## src/rtl/hdiv_pkg.sv

```systemverilog
package hdiv_pkg;
  // Field layout of the configuration word (neighbouring software decodes it)
  localparam int SRC_W   = 3;
  localparam int SRC_LSB = 8;
  localparam int DIV_W   = 5;
  localparam int DIV_LSB = 0;
  localparam int NSRC    = 1 << SRC_W;
  localparam int CNT_W   = DIV_W + 1;

  // Command word bit positions
  localparam int UPD_BIT   = 0;
  localparam int DIRTY_BIT = 4;
  localparam int OFF_BIT   = 31;

  // Byte offsets
  localparam int OFS_CMD = 0;
  localparam int OFS_CFG = 4;

  typedef enum logic [1:0] {
    SW_RUN,
    SW_WAIT_LOW,
    SW_GATED,
    SW_SETTLE
  } sw_state_e;

  typedef struct packed {
    logic [SRC_W-1:0] src;
    logic [DIV_W-1:0] div;
  } clk_cfg_t;
endpackage

```

## src/rtl/hdiv_regs.sv

```systemverilog
module hdiv_regs
  import hdiv_pkg::*;
#(
  parameter int ADDR_W = 4,
  parameter int DATA_W = 32
) (
  input  logic              clk,
  input  logic              rst_n,
  input  logic              we_i,
  input  logic [ADDR_W-1:0] addr_i,
  input  logic [DATA_W-1:0] wdata_i,
  output logic [DATA_W-1:0] rdata_o,
  input  logic              commit_i,
  input  logic              root_off_i,
  output clk_cfg_t          staged_o,
  output logic              upd_o,
  output logic              dirty_o
);
  logic hit_cmd, hit_cfg;
  logic unused_wbits;

  assign hit_cmd      = (addr_i == ADDR_W'(OFS_CMD));
  assign hit_cfg      = (addr_i == ADDR_W'(OFS_CFG));
  assign unused_wbits = ^wdata_i;

  always_ff @(posedge clk or negedge rst_n) begin
    if (!rst_n) begin
      staged_o <= '0;
      upd_o    <= 1'b0;
      dirty_o  <= 1'b0;
    end else begin
      if (commit_i) begin
        upd_o   <= 1'b0;
        dirty_o <= 1'b0;
      end else if (we_i && hit_cmd && wdata_i[UPD_BIT]) begin
        upd_o <= 1'b1;
      end
      // staging is frozen while a commit is outstanding
      if (we_i && hit_cfg && !upd_o) begin
        staged_o.src <= wdata_i[SRC_LSB +: SRC_W];
        staged_o.div <= wdata_i[DIV_LSB +: DIV_W];
        dirty_o      <= 1'b1;
      end
    end
  end

  always_comb begin
    rdata_o = '0;
    if (hit_cmd) begin
      rdata_o[UPD_BIT]   = upd_o;
      rdata_o[DIRTY_BIT] = dirty_o;
      rdata_o[OFF_BIT]   = root_off_i;
    end else if (hit_cfg) begin
      rdata_o[SRC_LSB +: SRC_W] = staged_o.src;
      rdata_o[DIV_LSB +: DIV_W] = staged_o.div;
    end
  end
endmodule

```

## src/rtl/hdiv_edge.sv

```systemverilog
module hdiv_edge #(
  parameter int N     = 8,
  parameter int DEPTH = 3
) (
  input  logic         clk,
  input  logic         rst_n,
  input  logic [N-1:0] src_i,
  output logic [N-1:0] edge_o
);
  for (genvar i = 0; i < N; i++) begin : g_src
    logic [DEPTH-1:0] sh_q;
    always_ff @(posedge clk or negedge rst_n) begin
      if (!rst_n) sh_q <= '0;
      else        sh_q <= {sh_q[DEPTH-2:0], src_i[i]};
    end
    // either polarity of transition counts as one half-period step
    assign edge_o[i] = sh_q[DEPTH-1] ^ sh_q[DEPTH-2];
  end
endmodule

```

## src/rtl/hdiv_div.sv

```systemverilog
module hdiv_div
  import hdiv_pkg::*;
(
  input  logic             clk,
  input  logic             rst_n,
  input  logic             adv_i,
  input  logic             load_i,
  input  logic [DIV_W-1:0] div_i,
  output logic             clk_o
);
  logic [CNT_W-1:0] n_len, hi_len, last, cnt_q, cnt_nx;

  always_comb begin
    n_len  = (div_i == '0) ? CNT_W'(2) : CNT_W'(div_i) + CNT_W'(1);
    hi_len = (n_len + CNT_W'(1)) >> 1;
    last   = n_len - CNT_W'(1);
    cnt_nx = (cnt_q == last) ? '0 : cnt_q + CNT_W'(1);
  end

  always_ff @(posedge clk or negedge rst_n) begin
    if (!rst_n) begin
      cnt_q <= CNT_W'(1);
      clk_o <= 1'b0;
    end else if (load_i) begin
      cnt_q <= last;
      clk_o <= 1'b0;
    end else if (adv_i) begin
      cnt_q <= cnt_nx;
      clk_o <= (cnt_nx < hi_len);
    end
  end
endmodule

```

## src/rtl/hdiv_switch.sv

```systemverilog
module hdiv_switch
  import hdiv_pkg::*;
(
  input  logic     clk,
  input  logic     rst_n,
  input  logic     upd_i,
  input  logic     clk_out_i,
  input  logic     edge_i,
  input  clk_cfg_t staged_i,
  output clk_cfg_t act_o,
  output logic     adv_o,
  output logic     load_o,
  output logic     commit_o,
  output logic     root_off_o
);
  sw_state_e st_q, st_nx;

  always_comb begin
    st_nx    = st_q;
    commit_o = 1'b0;
    unique case (st_q)
      SW_RUN:      if (upd_i) st_nx = SW_WAIT_LOW;
      SW_WAIT_LOW: if (!clk_out_i && !edge_i) st_nx = SW_GATED;
      SW_GATED:    if (edge_i) st_nx = SW_SETTLE;
      SW_SETTLE:   if (edge_i) begin
        st_nx    = SW_RUN;
        commit_o = 1'b1;
      end
      default:     st_nx = SW_RUN;
    endcase
  end

  assign adv_o      = edge_i && (st_q != SW_GATED);
  assign load_o     = (st_q == SW_GATED);
  assign root_off_o = (st_q == SW_GATED) || (st_q == SW_SETTLE);

  always_ff @(posedge clk or negedge rst_n) begin
    if (!rst_n) begin
      st_q  <= SW_RUN;
      act_o <= '0;
    end else begin
      st_q <= st_nx;
      if (st_q == SW_WAIT_LOW && st_nx == SW_GATED) act_o <= staged_i;
    end
  end
endmodule

```

## src/rtl/clkroot_hdiv.sv

```systemverilog
module clkroot_hdiv
  import hdiv_pkg::*;
#(
  parameter int ADDR_W = 4,
  parameter int DATA_W = 32
) (
  input  logic              clk,
  input  logic              rst_n,
  input  logic              bus_we,
  input  logic [ADDR_W-1:0] bus_addr,
  input  logic [DATA_W-1:0] bus_wdata,
  output logic [DATA_W-1:0] bus_rdata,
  input  logic [NSRC-1:0]   src_clk,
  output logic              clk_out
);
  clk_cfg_t          staged_cfg, act_cfg;
  logic              upd_q, dirty_q, root_off, commit, adv, load, sel_edge;
  logic [NSRC-1:0]   edge_v;

  hdiv_regs #(.ADDR_W(ADDR_W), .DATA_W(DATA_W)) u_regs (
    .clk(clk), .rst_n(rst_n), .we_i(bus_we), .addr_i(bus_addr),
    .wdata_i(bus_wdata), .rdata_o(bus_rdata), .commit_i(commit),
    .root_off_i(root_off), .staged_o(staged_cfg), .upd_o(upd_q),
    .dirty_o(dirty_q)
  );

  hdiv_edge #(.N(NSRC)) u_edge (
    .clk(clk), .rst_n(rst_n), .src_i(src_clk), .edge_o(edge_v)
  );

  assign sel_edge = edge_v[act_cfg.src];

  hdiv_switch u_sw (
    .clk(clk), .rst_n(rst_n), .upd_i(upd_q), .clk_out_i(clk_out),
    .edge_i(sel_edge), .staged_i(staged_cfg), .act_o(act_cfg),
    .adv_o(adv), .load_o(load), .commit_o(commit), .root_off_o(root_off)
  );

  hdiv_div u_div (
    .clk(clk), .rst_n(rst_n), .adv_i(adv), .load_i(load),
    .div_i(act_cfg.div), .clk_o(clk_out)
  );
endmodule

```

## config.mk

```make
export PLATFORM = sky130hd
export DESIGN_NAME = clkroot_hdiv
export DESIGN_NICKNAME = d
export VERILOG_FILES = /design/src/rtl/hdiv_pkg.sv /design/src/rtl/hdiv_regs.sv /design/src/rtl/hdiv_edge.sv /design/src/rtl/hdiv_div.sv /design/src/rtl/hdiv_switch.sv /design/src/rtl/clkroot_hdiv.sv
export SDC_FILE = /design/constraint.sdc
export NUM_CORES = 1
export LEC_CHECK = 0
export BUFFER_PORTS_ARGS = -buffer_cell sky130_fd_sc_hd__buf_4
export CORE_ASPECT_RATIO = 1.5
export CORE_MARGIN = 3
export CORE_UTILIZATION = 45
export CTS_CLUSTER_SIZE = 14
export DETAILED_ROUTE_END_ITERATION = 16
export GPL_TIMING_DRIVEN = 0
export PLACE_DENSITY_LB_ADDON = 0.05
export SKIP_CTS_REPAIR_TIMING = 1
export SYNTH_ARGS = -nofsm -noshare
export SYNTH_HDL_FRONTEND = slang
export SYNTH_SLANG_ARGS = --single-unit
```

## constraint.sdc

```tcl
create_clock -name clk -period 3.8 [get_ports clk]
set_input_delay 0.57 -clock clk [delete_from_list [all_inputs] [get_ports clk]]
set_output_delay 0.57 -clock clk [all_outputs]
set_load 0.01 [all_outputs]
```

# After elaboration in Yosys (flattened, before gate mapping)
# Index checks and enable logic that the tools add are counted.
[op_classes] mux=26 order_cmp=2 n_bitwise=8 reduce_logical=17 n_addsub=4 eq_ne=7
[op_table] op="2-to-1 mux 6 bit" count=4
[op_table] op="adder 6 x 1 -> 6 bit, second input constant" count=2
[op_table] op="2-to-1 mux 1 bit" count=12
[op_table] op="2-to-1 mux 3 bit" count=3
[op_table] op="2-to-1 mux 2 bit" count=4
[op_table] op="one-hot mux 2 bit (4 select lines)" count=1
[op_table] op="bitwise XOR 1 bit" count=8
[op_table] op="logical AND 1 bit" count=7
[op_table] op="adder 5 x 1 -> 6 bit, second input constant" count=1
[op_table] op="== test 2 bit, second input constant" count=3
[op_table] op="== test 6 bit" count=1
[op_table] op="less-than comparator 6 x 5 -> 1 bit" count=1
[op_table] op="nonzero test 2 bit" count=3
[op_table] op="subtractor 6 x 1 -> 6 bit, second input constant" count=1
[op_table] op="zero test 5 bit" count=1
[op_table] op="2-to-1 mux 5 bit" count=1
[op_table] op="== test 4 x 3 -> 1 bit, second input constant" count=1
[op_table] op="zero test 4 bit" count=1
[op_table] op="less-than comparator 3 x 4 -> 1 bit, second input constant" count=1
[op_table] op="binary-select mux 1 bit (select 3 bit)" count=1
[op_table] op="zero test 1 bit" count=3
[op_table] op="== test 2 x 1 -> 1 bit, second input constant" count=1
[op_table] op="zero test 2 bit" count=1
[op_table] op="inequality test 2 bit, second input constant" count=1
[op_table] op="logical OR 1 bit" count=1
[totals] register_bits=51 output_inout_bits=33 input_bits=47 wordCells=81

# Depth between registers and ports, before layout
[logic_depth] depth_word=9 depth_mapped=16 depth_no_buf=14

# Hierarchy
# A second synthesis with hierarchy kept.
[unflattened] hier_cells=245 area_unflattened_um2=2834.0
[by_module_without_submodules] mod="hdiv_div" cells_each=124 area_per_inst_um2=1021.0 seq_area_each_um2=176.4 n_inst=1
[by_module_without_submodules] mod="hdiv_edge" cells_each=32 area_per_inst_um2=670.6 seq_area_each_um2=600.6 n_inst=1
[by_module_without_submodules] mod="hdiv_regs" cells_each=58 area_per_inst_um2=656.9 seq_area_each_um2=250.2 n_inst=1
[by_module_without_submodules] mod="hdiv_switch" cells_each=28 area_per_inst_um2=421.7 seq_area_each_um2=250.2 n_inst=1
[by_module_without_submodules] mod="clkroot_hdiv" cells_each=3 area_per_inst_um2=63.8 seq_area_each_um2=0.0 n_inst=1

# Least setup slack after synthesis
# Ideal clock, no wire load.
[synth_timing] path_kind="reg-to-reg" start="register u_sw.act_o[0] (netlist name)" end="register u_div.clk_o" t_required_ns=3.734 setup_slack_ns=0.405 arrival_time_ns=3.329 n_path_buf=2 setup_ns=0.066 path_stages_with_launch=17 synth_period_minus_slack_ns=3.395 cell_sequence="dfrtp_1 > clkbuf_8 > inv_1 > ha_1 > or4b_4 > nor2_4 > mux2i_1 > nand4bb_1 > nor4b_2 > buf_4 > a21oi_1 > ha_1 > a21o_1 > a211oi_1 > nor2_1 > a21oi_1 > o31a_1"
[synth_between] elab_chain_cells=8 word_cells_on_any_way=10 classes_between="add/sub (3); order compare (1); eq/ne (1); mux (4); reduce/logical (1)"
[synth_rtl] element="start: declaration" line="hdiv_switch.sv:10" rtl="output clk_cfg_t act_o,"
[synth_rtl] element="start signal: assignment" line="hdiv_switch.sv:43" rtl="if (st_q == SW_WAIT_LOW && st_nx == SW_GATED) act_o <= staged_i;"
[synth_rtl] element="adder 5 x 1 -> 6 bit or zero test 5 bit (tied branches)" line="hdiv_div.sv:14" rtl="n_len = (div_i == '0) ? CNT_W'(2) : CNT_W'(div_i) + CNT_W'(1);"
[synth_rtl] element="2-to-1 mux 6 bit *" line="hdiv_div.sv:14"
[synth_rtl] element="subtractor 6 x 1 -> 6 bit" line="hdiv_div.sv:16" rtl="last = n_len - CNT_W'(1);"
[synth_rtl] element="== test 6 bit" line="hdiv_div.sv:17" rtl="cnt_nx = (cnt_q == last) ? '0 : cnt_q + CNT_W'(1);"
[synth_rtl] element="2-to-1 mux 6 bit" line="hdiv_div.sv:17"
[synth_rtl] element="less-than comparator 6 x 5 -> 1 bit *" line="hdiv_div.sv:29" rtl="clk_o <= (cnt_nx < hi_len);"
[synth_rtl] element="2-to-1 mux 1 bit *" line="hdiv_div.sv:27" rtl="end else if (adv_i) begin"
[synth_rtl] element="2-to-1 mux 1 bit *" line="hdiv_div.sv:24" rtl="end else if (load_i) begin"
[synth_rtl] element="end signal: assignment" line="hdiv_div.sv:29"
[synth_rtl] element="end: declaration" line="hdiv_div.sv:9" rtl="output logic clk_o"
# Mark *: on every way between the ends. The rest lies on a longest branch, timed or not. The select of a mux whose other input is x is not followed.
# A chain may end at the register's enable or synchronous reset.

# Worst setup path in the final report
# Same ends and word-level chain as after synthesis.

==> results_dict.tcl <==
set metrics [dict create \
    status "finished, final reports clean" \
    nFillCells 577 \
    tightest_slew_ps 664 \
    syn_area_per_cell_um2 10.7 \
    antenna_found_initial 0 \
    startpoint "u_sw.act_o[0]" \
    hold_violations 0 \
    start_util_pct 47.5 \
    fin_crit_sh_pct 95.5 \
    synthFlopType "dfrtp_1" \
    max-slew-margin-rel_pct 55.4 \
    ys_ff_latch 51 \
    p_sw_uw 1110 \
    hpwl_um 4480 \
    hp-class "in -> async" \
    worstPathArrival_ps 3840 \
    clockBufferDepth 2 \
    setup_viol 0 \
    p_total_uw 2760 \
    die_x_um 72.4 \
    tritoncts "built" \
    finish.utilization_pct 57.9 \
    wl_per_cell_um 14.5 \
    grt_start_max_net_pins 52 \
    crit_path_end_kind "flop" \
    critPathCapture "u_div.clk_o" \
    r2r_start "u_sw.act_o[0]" \
    clockPowerShare_pct 14.1 \
    synth_edf_count 0 \
    path_buf_inv 5 \
    drive_gt1_share_pct 37.4 \
    synthToLayoutAreaGrowth_pct 22.0 \
    ios 80 \
    tns_ps 0 \
    synthCells 279 \
    maxCapViolCount 0 \
    seqPwrFrac_pct 30.2 \
    final.min_clock_period_ps 3630 \
    path_delay_family "simple AND/OR/NAND/NOR gates" \
    synth_top_area_share_pct 42.1 \
    via_per_inst 5.02 \
    ir_drop_v 0.000380 \
    routabilityCongestion 0.830 \
    crit_type "reg -> reg" \
    slowest_delay_ps 570 \
    synth.largest_area_cell "dfrtp_1" \
    regToRegSetupSlack_ps 170 \
    fin_nets 407 \
    dr.pass1.iters 4 \
    die_h_um 106 \
    power.density_nw_per_um2 761 \
    ys_types 67 \
    grt_pass1_wl_um 9870 \
    p_comb_share_pct 55.7 \
    dp_slack_ps -148 \
    cp.required_ps 4010 \
    synthTopCellsByArea "dfrtp_1, mux2_2, buf_4" \
    cp-start-kind "flop" \
    routed-via-count 2144 \
    cp_slowest_cell "or4b_4" \
    die_area_um2 7640 \
    yosysSeqAreaShare_pct 43.0 \
    rr_worst_depth 16 \
    synth_warnings 0 \
    r2r_end "u_div.clk_o" \
    intPower_uw 1650 \
    grt_pass1_vias 2036 \
    crit_path_max_fanout 8 \
    cts_made_buffers 5 \
    cts.clk_slew.worst_paths_ps 100 \
    swShare_pct 40.3 \
    cp_common_cell "buf_4" \
    layout_setup_ws_ps 173 \
    port_buffers 31 \
    clock_latency_ps 310 \
    ant_nets 0 \
    cts_root_buf "clkbuf_8" \
    grt.overflow.total 0 \
    num_rows 35 \
    cts.sink_count 51 \
    cp.depth 16 \
    crit_chain "buf_8 -> inv_8 -> ha_4 -> or4b_4 -> nor2_4 -> mux2i_1 -> nand4bb_1 -> nor4b_2 -> buf_4 -> buf_4 -> buf_4 -> nor2_1 -> ha_1 -> a21oi_1 -> o21a_1 -> o31a_1" \
    drc_errors 0 \
    n_antenna_cell 0 \
    drv_slew 0 \
    grt_usage_pct 16.5 \
    netlist_area_um2 2970 \
    async_flop_share_pct 100 \
    wl_um 6170 \
    htree_levels 2 \
    drtIter0Drc 114 \
    finalClockSkew_ps 11.5 \
    core_um2 6260 \
    max_freq_ghz 0.276 \
    power_leakage_uw 0.00174 \
]
==> worst min path at each step <==
stage,startpoint,endpoint,cells after the start
floorplan,rst_n,u_div.clk_o,0
global placement,u_edge.g_src[0].sh_q[0],u_edge.g_src[0].sh_q[1],0
detailed placement,u_edge.g_src[3].sh_q[0],u_edge.g_src[3].sh_q[1],0
CTS,rst_n,u_div.cnt_q[2],1
global route,rst_n,u_div.cnt_q[4],1
finish,rst_n,u_div.cnt_q[2],1
==> cell usage after synthesis (4+ instances only) <==
master / count
dfrtp_1: 50
buf_4: 25
nand2_1: 21
nor2_1: 18
mux2_2: 17
a21oi_1: 15
xor2_1: 13
ha_1: 8
and3_1: 7
inv_1: 7
nand3_1: 7
a31oi_1: 5
clkbuf_1: 5
mux2i_1: 5
xnor2_1: 5
nor3_1: 4
or3_1: 4
==> registers in the layout (all words and copies together), names as in the netlist <==
name / count
u_regs.staged_o: 8
u_sw.act_o: 8
u_sw.st_q: 2
u_div.clk_o: 1
u_div.cnt_q: 6
u_regs.upd_o: 1
u_edge.g_src.sh_q: 24
u_regs.dirty_o: 1
==> metal layers <==
metal  vias up  track usage [%]  share of wire [%]
li1       1075                -                  -
met5         -                0                  0
met1      1028             19.7                 40
met3        10             2.67                2.0
met2        31             29.1                 55
met4         0             6.20                2.2
==> layout make-up <==
cell class,count,area [um^2],share of cell area [%]
clock buffer,5,68.8,1.90
tap,74,92.6,2.55
inverter,7,36.3,1.00
multi-input combinational,207,1500,41.4
timing repair buffer,44,330,9.11
sequential,51,1280,35.3
clock inverter,3,47.5,1.31
buffer,36,270,7.45
==> metrics by stage <==
| stage | cell area [um^2] | cells | hold WS (ps) |
|---|---|---|---|
| global placement | 3380 | 406 | 332 |
| CTS | 3500 | 414 | 295 |
| finish | 3630 | 427 | 258 |
| global route | 3630 | 427 | 309 |
| detailed placement | 3380 | 406 | 336 |
| floorplan | 3060 | 301 | 274 |
==> power by group through the flow <==
stage               clock (uW)  sequential (uW)  combinational, uW
CTS                        402              833               1430
floorplan                    0              799               1140
finish                     388              833               1540
global placement             0              839               1400
detailed placement           0              843               1420
global route               420              854               1700
==> placed cells by master (no fill, tap or decap), drive strengths merged, types with 6 or more instances in the layout <==
master  synthesis  final
xor2           13     13
dfrtp          50     50
ha              8      8
and3            8      8
nand3           8      8
nand2          22     22
mux2           17     17
buf            28     73
mux2i           6      6
xnor2           6      6
a21oi          16     16
conb            1     23
inv             7      8
clkbuf          8     12
nor2           19     19
==> cells by family (layout without fill, tap and decap cells) <==
logic type	Yosys count	after routing	share of synthesized area (%)
xor+xnor	19	19	6.23
other cells	1	23	0.126
mux	25	25	10.1
flops	51	51	43.0
buf+inv	43	95	9.93
fa+ha+maj	8	8	3.37
simple gates	88	88	17.0
compound gates	44	44	10.4
Power figures use the tool's default switching activity.
